`src/rtl/frs_pkg.sv`:
```
package frs_pkg;

    typedef enum logic [2:0] {
        ST_IDLE         = 3'd0,
        ST_QUALIFY      = 3'd1,
        ST_IN_RESET     = 3'd2,
        ST_RECOVER_BUSY = 3'd3,
        ST_RECOVER_IDLE = 3'd4,
        ST_READ_HOLDOFF = 3'd5
    } frs_state_e;

    function automatic int frs_max(input int a, input int b);
        return (a > b) ? a : b;
    endfunction

endpackage

```
`src/rtl/frs_width_filter.sv`:
```
// Counts consecutive low samples of the reset pin and flags the sample
// that completes the minimum width. Saturates so the flag fires once per
// low interval.
module frs_width_filter #(
    parameter int MIN_PULSE = 4
) (
    input  logic clk,
    input  logic rst_n,
    input  logic pin_n,
    output logic qual_hit
);
    localparam int CW = $clog2(MIN_PULSE + 1);
    localparam logic [CW-1:0] HIT_AT  = CW'(MIN_PULSE - 1);
    localparam logic [CW-1:0] SAT_AT  = CW'(MIN_PULSE);

    logic [CW-1:0] low_cnt_q;

    always_ff @(posedge clk) begin
        if (!rst_n) begin
            low_cnt_q <= '0;
        end else if (pin_n) begin
            low_cnt_q <= '0;
        end else if (low_cnt_q != SAT_AT) begin
            low_cnt_q <= low_cnt_q + 1'b1;
        end
    end

    assign qual_hit = !pin_n && (low_cnt_q == HIT_AT);

endmodule

```
`src/rtl/frs_interval_timer.sv`:
```
// Single loadable down-counter that stops at zero.
module frs_interval_timer #(
    parameter int TW = 5
) (
    input  logic          clk,
    input  logic          rst_n,
    input  logic          load,
    input  logic [TW-1:0] load_val,
    output logic [TW-1:0] count
);
    logic [TW-1:0] cnt_q;

    always_ff @(posedge clk) begin
        if (!rst_n) begin
            cnt_q <= '0;
        end else if (load) begin
            cnt_q <= load_val;
        end else if (cnt_q != '0) begin
            cnt_q <= cnt_q - 1'b1;
        end
    end

    assign count = cnt_q;

endmodule

```
`src/rtl/frs_ctrl.sv`:
```
module frs_ctrl
    import frs_pkg::*;
#(
    parameter int T_BUSY = 24,
    parameter int T_IDLE = 8,
    parameter int T_HOLD = 8,
    parameter int TW     = 5
) (
    input  logic          clk,
    input  logic          rst_n,
    input  logic          pin_n,
    input  logic          qual_hit,
    input  logic [TW-1:0] tmr,
    input  logic          algo_busy,
    input  logic          oe_n,
    input  logic          ce_n,
    output logic          tmr_load,
    output logic [TW-1:0] tmr_val,
    output logic          algo_abort,
    output logic          cmd_to_read,
    output logic          cmd_accept,
    output logic          dout_en,
    output logic          ready_busy
);
    localparam logic [TW-1:0] LD_BUSY = TW'(T_BUSY);
    localparam logic [TW-1:0] LD_IDLE = TW'(T_IDLE);
    localparam logic [TW-1:0] LD_HOLD = TW'(T_HOLD);
    localparam logic [TW-1:0] ONE_T   = TW'(1);

    frs_state_e state_q, state_d;
    logic       busy_q;        // engine was running at qualification
    logic       qual_go;       // a fresh qualified reset this cycle
    logic       busy_now;      // busy flag to capture on qualification
    logic       abort_q, clear_q;
    logic       tmr_done;      // interval ends at this edge

    assign qual_go  = qual_hit && (state_q != ST_IN_RESET);
    assign busy_now = algo_busy || (state_q == ST_RECOVER_BUSY);
    assign tmr_done = (tmr <= ONE_T);

    // next-state and timer-load decisions
    always_comb begin
        state_d  = state_q;
        tmr_load = 1'b0;
        tmr_val  = LD_HOLD;
        if (qual_go) begin
            state_d  = ST_IN_RESET;
            tmr_load = 1'b1;
            tmr_val  = busy_now ? LD_BUSY : LD_IDLE;
        end else begin
            unique case (state_q)
                ST_IDLE: begin
                    if (!pin_n) state_d = ST_QUALIFY;
                end
                ST_QUALIFY: begin
                    if (pin_n) state_d = ST_IDLE;
                end
                ST_IN_RESET: begin
                    if (pin_n) begin
                        if (busy_q) begin
                            state_d = tmr_done ? ST_IDLE : ST_RECOVER_BUSY;
                        end else if (tmr_done) begin
                            state_d  = ST_READ_HOLDOFF;
                            tmr_load = 1'b1;
                        end else begin
                            state_d = ST_RECOVER_IDLE;
                        end
                    end
                end
                ST_RECOVER_BUSY: begin
                    if (tmr_done) state_d = ST_IDLE;
                end
                ST_RECOVER_IDLE: begin
                    if (tmr_done) begin
                        state_d  = ST_READ_HOLDOFF;
                        tmr_load = 1'b1;
                    end
                end
                ST_READ_HOLDOFF: begin
                    if (tmr_done) state_d = ST_IDLE;
                end
                default: state_d = ST_IDLE;
            endcase
        end
    end

    // state register
    always_ff @(posedge clk) begin
        if (!rst_n) begin
            state_q <= ST_IDLE;
            busy_q  <= 1'b0;
        end else begin
            state_q <= state_d;
            if (qual_go) busy_q <= busy_now;
        end
    end

    // outputs: registered strobes, combinational levels
    always_ff @(posedge clk) begin
        if (!rst_n) begin
            abort_q <= 1'b0;
            clear_q <= 1'b0;
        end else begin
            abort_q <= qual_go && algo_busy;
            clear_q <= qual_go;
        end
    end

    always_comb begin
        algo_abort  = abort_q;
        cmd_to_read = clear_q;
        cmd_accept  = pin_n && ((state_q == ST_IDLE) || (state_q == ST_QUALIFY));
        dout_en     = cmd_accept && !oe_n && !ce_n;
        unique case (state_q)
            ST_IDLE, ST_QUALIFY:          ready_busy = !algo_busy;
            ST_IN_RESET, ST_RECOVER_BUSY: ready_busy = !(busy_q && (tmr != '0));
            default:                      ready_busy = 1'b1;
        endcase
    end

endmodule

```
`src/rtl/flash_rst_seq.sv`:
```
module flash_rst_seq #(
    parameter int MIN_PULSE = 4,
    parameter int T_BUSY    = 24,
    parameter int T_IDLE    = 8,
    parameter int T_HOLD    = 8
) (
    input  logic clk,
    input  logic rst_n,
    input  logic rst_pin_n,
    input  logic oe_n,
    input  logic ce_n,
    input  logic algo_busy,
    output logic algo_abort,
    output logic cmd_to_read,
    output logic cmd_accept,
    output logic dout_en,
    output logic ready_busy
);
    localparam int TMAX = frs_pkg::frs_max(frs_pkg::frs_max(T_BUSY, T_IDLE), T_HOLD);
    localparam int TW   = $clog2(TMAX + 1);

    logic          qual_hit;
    logic          tmr_load;
    logic [TW-1:0] tmr_val;
    logic [TW-1:0] tmr;

    frs_width_filter #(.MIN_PULSE(MIN_PULSE)) u_filter (
        .clk      (clk),
        .rst_n    (rst_n),
        .pin_n    (rst_pin_n),
        .qual_hit (qual_hit)
    );

    frs_interval_timer #(.TW(TW)) u_timer (
        .clk      (clk),
        .rst_n    (rst_n),
        .load     (tmr_load),
        .load_val (tmr_val),
        .count    (tmr)
    );

    frs_ctrl #(
        .T_BUSY (T_BUSY),
        .T_IDLE (T_IDLE),
        .T_HOLD (T_HOLD),
        .TW     (TW)
    ) u_ctrl (
        .clk         (clk),
        .rst_n       (rst_n),
        .pin_n       (rst_pin_n),
        .qual_hit    (qual_hit),
        .tmr         (tmr),
        .algo_busy   (algo_busy),
        .oe_n        (oe_n),
        .ce_n        (ce_n),
        .tmr_load    (tmr_load),
        .tmr_val     (tmr_val),
        .algo_abort  (algo_abort),
        .cmd_to_read (cmd_to_read),
        .cmd_accept  (cmd_accept),
        .dout_en     (dout_en),
        .ready_busy  (ready_busy)
    );

endmodule

```
`config.mk`:
```
export PLATFORM = sky130hd
export DESIGN_NAME = flash_rst_seq
export DESIGN_NICKNAME = d
export VERILOG_FILES = /design/src/rtl/frs_pkg.sv /design/src/rtl/frs_width_filter.sv /design/src/rtl/frs_interval_timer.sv /design/src/rtl/frs_ctrl.sv /design/src/rtl/flash_rst_seq.sv
export SDC_FILE = /design/constraint.sdc
export NUM_CORES = 1
export LEC_CHECK = 0
export BUFFER_PORTS_ARGS = -buffer_cell sky130_fd_sc_hd__buf_2
export CAP_MARGIN = 0
export CORE_MARGIN = 1.5
export CORE_UTILIZATION = 50
export CTS_BUF_LIST = sky130_fd_sc_hd__clkbuf_8
export DETAILED_ROUTE_END_ITERATION = 16
export PLACE_DENSITY = 0.7
export SLEW_MARGIN = 15
export SYNTH_ARGS = -nofsm -noshare
export SYNTH_HDL_FRONTEND = slang
export SYNTH_SLANG_ARGS = --single-unit
```
`constraint.sdc`:
```
create_clock -name clk -period 3.7 [get_ports clk]
set_input_delay 0 -clock clk [delete_from_list [all_inputs] [get_ports clk]]
set_output_delay 0 -clock clk [all_outputs]
set_load 0.01 [all_outputs]
```
---- After elaboration in Yosys (flattened, before gate mapping) ----
Cells that the tools add are included.
word-level totals
  logic and storage cells ................. 73
  register bits ........................... 14
cells by class
  multiplexer cells ....................... 20
  magnitude comparators ................... 1
  equal/unequal tests ..................... 18
  reduce and logical (&&, ||, !) cells .... 24
  bitwise operators ....................... 1
  $add $sub $neg .......................... 2
operators by type and width
  kind                                                                               count
  5-bit 2-to-1 mux                                                                   4
  3-bit 2-to-1 mux                                                                   6
  3-bit case mux with 5 select lines                                                 1
  3-bit by 2-bit != test with 1-bit output (second input constant)                   4
  5-bit AND reduction                                                                2
  2-bit OR reduction                                                                 5
  3-bit by 2-bit equality test with 1-bit output (second input constant)             3
  1-bit logical AND                                                                  7
  3-bit equality test (second input constant)                                        2
  2-bit != test (second input constant)                                              3
  3-bit by 1-bit != test with 1-bit output (second input constant)                   2
  5-bit by 1-bit less-or-equal comparator with 1-bit output (second input constant)  1
  1-bit zero test                                                                    5
  1-bit 2-to-1 mux                                                                   5
  5-bit nonzero test                                                                 1
  5-bit by 1-bit subtractor with 5-bit output (second input constant)                1
  2-bit 2-to-1 mux                                                                   2
  2-bit by 1-bit != test with 1-bit output (second input constant)                   2
  1-bit case mux with 2 select lines                                                 2
  3-bit by 1-bit adder with 3-bit output (second input constant)                     1
  3-bit by 1-bit equality test with 1-bit output (second input constant)             1
  3-bit zero test                                                                    1
  3-bit != test (second input constant)                                              1
  1-bit logical OR                                                                   2
  other kinds (2)                                                                    2

---- Logic depth before layout (Yosys ltp) ----
  depth after elaboration ................. 7
  mapped depth ............................ 9
  gate-level depth less buffers ........... 9

---- By module ----
Synthesis repeated with hierarchy kept, for this count alone.
unflattened totals
  cells, all modules ...................... 123
  area total of the unflattened synthesis .. 1,018.5 sq um
modules (own cells, without submodules)
  module              area each (sq um)  times used  seq. area each (sq um)  cells each
  frs_ctrl            555.5              1           120.1                   70
  frs_interval_timer  291.5              1           100.1                   34
  frs_width_filter    171.4              1           60.1                    19

---- Worst setup path after synthesis ----
Ideal clock, no wire load.
  path kind ............................... register to register
  start point ............................. reg u_timer.cnt_q[1], in the netlist u_timer.count[1]
  end point ............................... reg u_ctrl.state_q[0]
  period minus slack after synthesis ...... 1.611 ns
  data required time ...................... 3.630 ns
  slack ................................... 2.089 ns
  stages on the path, launching flop included .. 9
  library setup time ...................... 0.070 ns
  arrival time ............................ 1.541 ns
  path buffers ............................ 0
  cells stage by stage .................... dfxtp_1 -> inv_1 -> ha_1 -> o21bai_1 -> and2_4 -> ha_1 -> nor3b_1 -> o31ai_1 -> a21oi_1
between the ends
  cells in the longest elaborated chain, start to end .. 5
  elaborated cells between the ends (all ways) .. 9
ends and longest elaborated chain
  what                                                         RTL line                        RTL
  start: declaration                                           frs_interval_timer.sv:11        logic [TW-1:0] cnt_q;
  start signal: assignment                                     frs_interval_timer.sv:17        cnt_q <= load_val;
  start signal: assignment                                     frs_interval_timer.sv:19        cnt_q <= cnt_q - 1'b1;
  5-bit by 1-bit less-or-equal comparator with 1-bit output *  frs_ctrl.sv:39                  assign tmr_done = (tmr <= ONE_T);
  1-bit 2-to-1 mux or 2-bit 2-to-1 mux (tied branches)         frs_ctrl.sv:62, frs_ctrl.sv:61
  3-bit 2-to-1 mux                                             frs_ctrl.sv:60                  if (busy_q) begin
  3-bit 2-to-1 mux                                             frs_ctrl.sv:59                  if (pin_n) begin
  3-bit case mux with 5 select lines                           frs_ctrl.sv:51                  unique case (state_q)
  end signal: assignment                                       frs_ctrl.sv:93                  state_q <= state_d;
  end: declaration                                             frs_ctrl.sv:30                  frs_state_e state_q, state_d;
Mark *: on every way between the ends. The rest lies on a longest branch, timed or not. The select of a mux whose other input is x is not followed.
A chain may end at the register's enable or synchronous reset.

---- Worst setup path in the final report ----
Ends and elaborated chain as after synthesis.

==> flow_metrics.env <==
export IMPL_ys_async_sr_fraction_pct=0
export IMPL_insertion_delay_ns=0.24
export IMPL_grt_max_degree=12
export IMPL_synth_cell_types=42
export IMPL_synth_top_area_share_pct=30.6
export IMPL_vias_per_cell=5.58
export IMPL_critPathRequiredTime_ns=3.88
export IMPL_fin_crit_ns=1.78
export IMPL_synthCells=104
export IMPL_hold_viol_final=0
export IMPL_skew_ns=0.00519
export IMPL_synth_edf_count=0
export IMPL_post_cts_buffers=0
export IMPL_grtUsageMet2_pct=35.2
export IMPL_grt_total_usage_pct=19.8
export IMPL_rows=15
export IMPL_dieArea_sq_um=2100
export IMPL_final_cell_mix="dfxtp_1 (14), buf_2 (10), inv_1 (9), a21oi_1 (9), ha_1 (8)"
export IMPL_antenna_found_initial=0
export IMPL_n_antenna_cell=0
export IMPL_avgSynthCellArea_sq_um=8.81
export IMPL_dr_pass1_iters=4
export IMPL_port_buffers=10
export IMPL_setup_viol=0
export IMPL_rsz0062_at_grt="false"
export IMPL_grt_use_met3_pct=2.38
export IMPL_cts_hold_buf=0
export IMPL_power_density_nw_per_um2=583
export IMPL_critical_path_startpoint_type="flop"
export IMPL_start_util_pct=53.0
export IMPL_setup_tns_final_ns=0
export IMPL_crit_fanout=5
export IMPL_hold_class="in2reg"
export IMPL_netlist_area_sq_um=916
export IMPL_cts_root_buf="clkbuf_8"
export IMPL_grt_most_used_layer="met2"
export IMPL_yosys_top_cells_area="dfxtp_1 (31%), ha_1 (11%), a21oi_1 (4.9%)"
export IMPL_maxCapViolCount=0
export IMPL_nFillCells=168
export IMPL_die_width_um=45.8
export IMPL_grt_pass1_vias=684
export IMPL_ir_drop_v=0.000237
export IMPL_core_area_sq_um=1730
export IMPL_vias=781
export IMPL_max_slew_margin_pct=69.5
export IMPL_synth_ff_latch_count=14
export IMPL_ys_seq_area_share_pct=30.6
export IMPL_die_h_um=45.8
export IMPL_leakagePower_nw=0.444
export IMPL_timing_final_crit_share_pct=48.0
export IMPL_outcome="finished, final reports clean"
export IMPL_drtAntennaViolNets=0
export IMPL_fin_nets=130
export IMPL_drive_gt1_share_pct=21.7
export IMPL_clk_pin_slew_ns=0.06
export IMPL_wire_per_inst_um=13.1
export IMPL_final_area_sq_um=1030
export IMPL_crit_type="reg2reg"
export IMPL_cts_buffer_depth=2
export IMPL_grt_pass1_wl_um=2990
export IMPL_htreeDepth=1
export IMPL_final_common_cell="dfxtp_1"
export IMPL_cts_buffers=3
export IMPL_yosysWarnings=0
export IMPL_overflow=0
export IMPL_arrival_ns=1.96
export IMPL_fmax_mhz=563
export IMPL_met1_usage_pct=24.4
export IMPL_synth_nets=118
export IMPL_worst_setup_path_end_kind="flop"
export IMPL_worst_pin_slew_ns=0.457
export IMPL_postPlaceCellArea_sq_um=971
export IMPL_ios=11
export IMPL_ys_flop_type="dfxtp_1"
export IMPL_drt_iter0_drc=15
export IMPL_yosys_area_top_type="dfxtp_1"
export IMPL_post_dp_hpwl_um=1360
export IMPL_cts_sinks=14
export IMPL_utilization_pct=59.4
export IMPL_drc_errors=0
export IMPL_synthToLayoutAreaGrowth_pct=12.0
export IMPL_place_gp_congestion=0.869
export IMPL_slew_viol_final=0
export IMPL_post_cts_resized=0
export IMPL_drt_total_wl_um=1830
export IMPL_cts_tree="yes"
## cell usage after synthesis, types with 2 or more instances
cell type / count
and3_1: 3
ha_1: 8
o21ai_0: 3
nand2b_1: 2
inv_1: 9
nor3b_1: 4
a21oi_1: 9
dfxtp_1: 14
xnor2_1: 2
buf_4: 2
and2b_1: 2
nor2_1: 5
nor3_1: 2
nand3_1: 4
mux2i_1: 2
nand2_1: 7
## critical path, stage by stage (launching register included)
cell and delay, ns:
dfxtp_1 0.36, inv_1 0.09, ha_1 0.17, o21bai_1 0.21
and2_4 0.21, ha_1 0.27, nor3b_1 0.19, o31ai_1 0.08
a21oi_1 0.13
## registers in the layout, summed over array words and instances (netlist names)
register            cells
u_ctrl.state_q          3
u_ctrl.busy_q           1
u_timer.count           5
u_filter.low_cnt_q      3
u_ctrl.cmd_to_read      1
u_ctrl.algo_abort       1
## cell families after synthesis
logic type / Yosys count / share of synthesized area [%]
buffers and inverters: 12 / 6.56
adders and majority gates: 8 / 10.9
xor gates and xnor gates: 3 / 2.87
muxes: 2 / 2.19
AOI/OAI and AO/OA: 19 / 13.4
DFF: 14 / 30.6
and+or+nand+nor: 46 / 33.5
## stage by stage
step	cells	hold slack, ns	setup WS [ns]	power (W)
floorplan	104	0.0504	2.09	0.000398
global placement	136	0.235	1.99	0.000442
detailed placement	136	0.238	1.96	0.000450
CTS	140	0.0318	1.94	0.000602
global route	140	0.0550	1.74	0.000642
finish	140	0.0376	1.92	0.000598
## metal layers
metal	up-vias	wire length [um]
li1	386	-
met4	0	25
met2	13	938
met1	378	816
met3	4	51
met5	-	0
## path summary, 6_finish.rpt
path,start,end,slack (ns),cells past startpoint
worst min register to register,u_filter.low_cnt_q[2]$_SDFFE_PP0P_,u_filter.low_cnt_q[1]$_SDFFE_PP0P_,0.50,2
worst max register to register,u_timer.count[1]$_SDFFE_PN0P_,u_ctrl.state_q[0]$_SDFFE_PP0P_,1.92,8
worst max-delay path,u_timer.count[1]$_SDFFE_PN0P_,u_ctrl.state_q[0]$_SDFFE_PP0P_,1.92,8
worst min-delay path,algo_busy,u_ctrl.algo_abort$_SDFF_PN0_,0.04,2
## power breakdown
part,switching [W],leakage [nW],internal (W),total (W)
clock,0.0000561,0.0288,0.0000942,0.000150
sequential,0.0000300,0.115,0.000173,0.000203
combinational,0.000122,0.301,0.000123,0.000245
## area by class of cell
type	instances	area (sq um)	area share [%]
well taps	25	31.3	3.05
clock buffers	4	55.1	5.37
inverters	9	33.8	3.29
flip-flops and latches	14	280	27.3
multi-input cells	78	576	56.1
repair buffers	10	50.0	4.88
(Power assumes the default switching activity.)
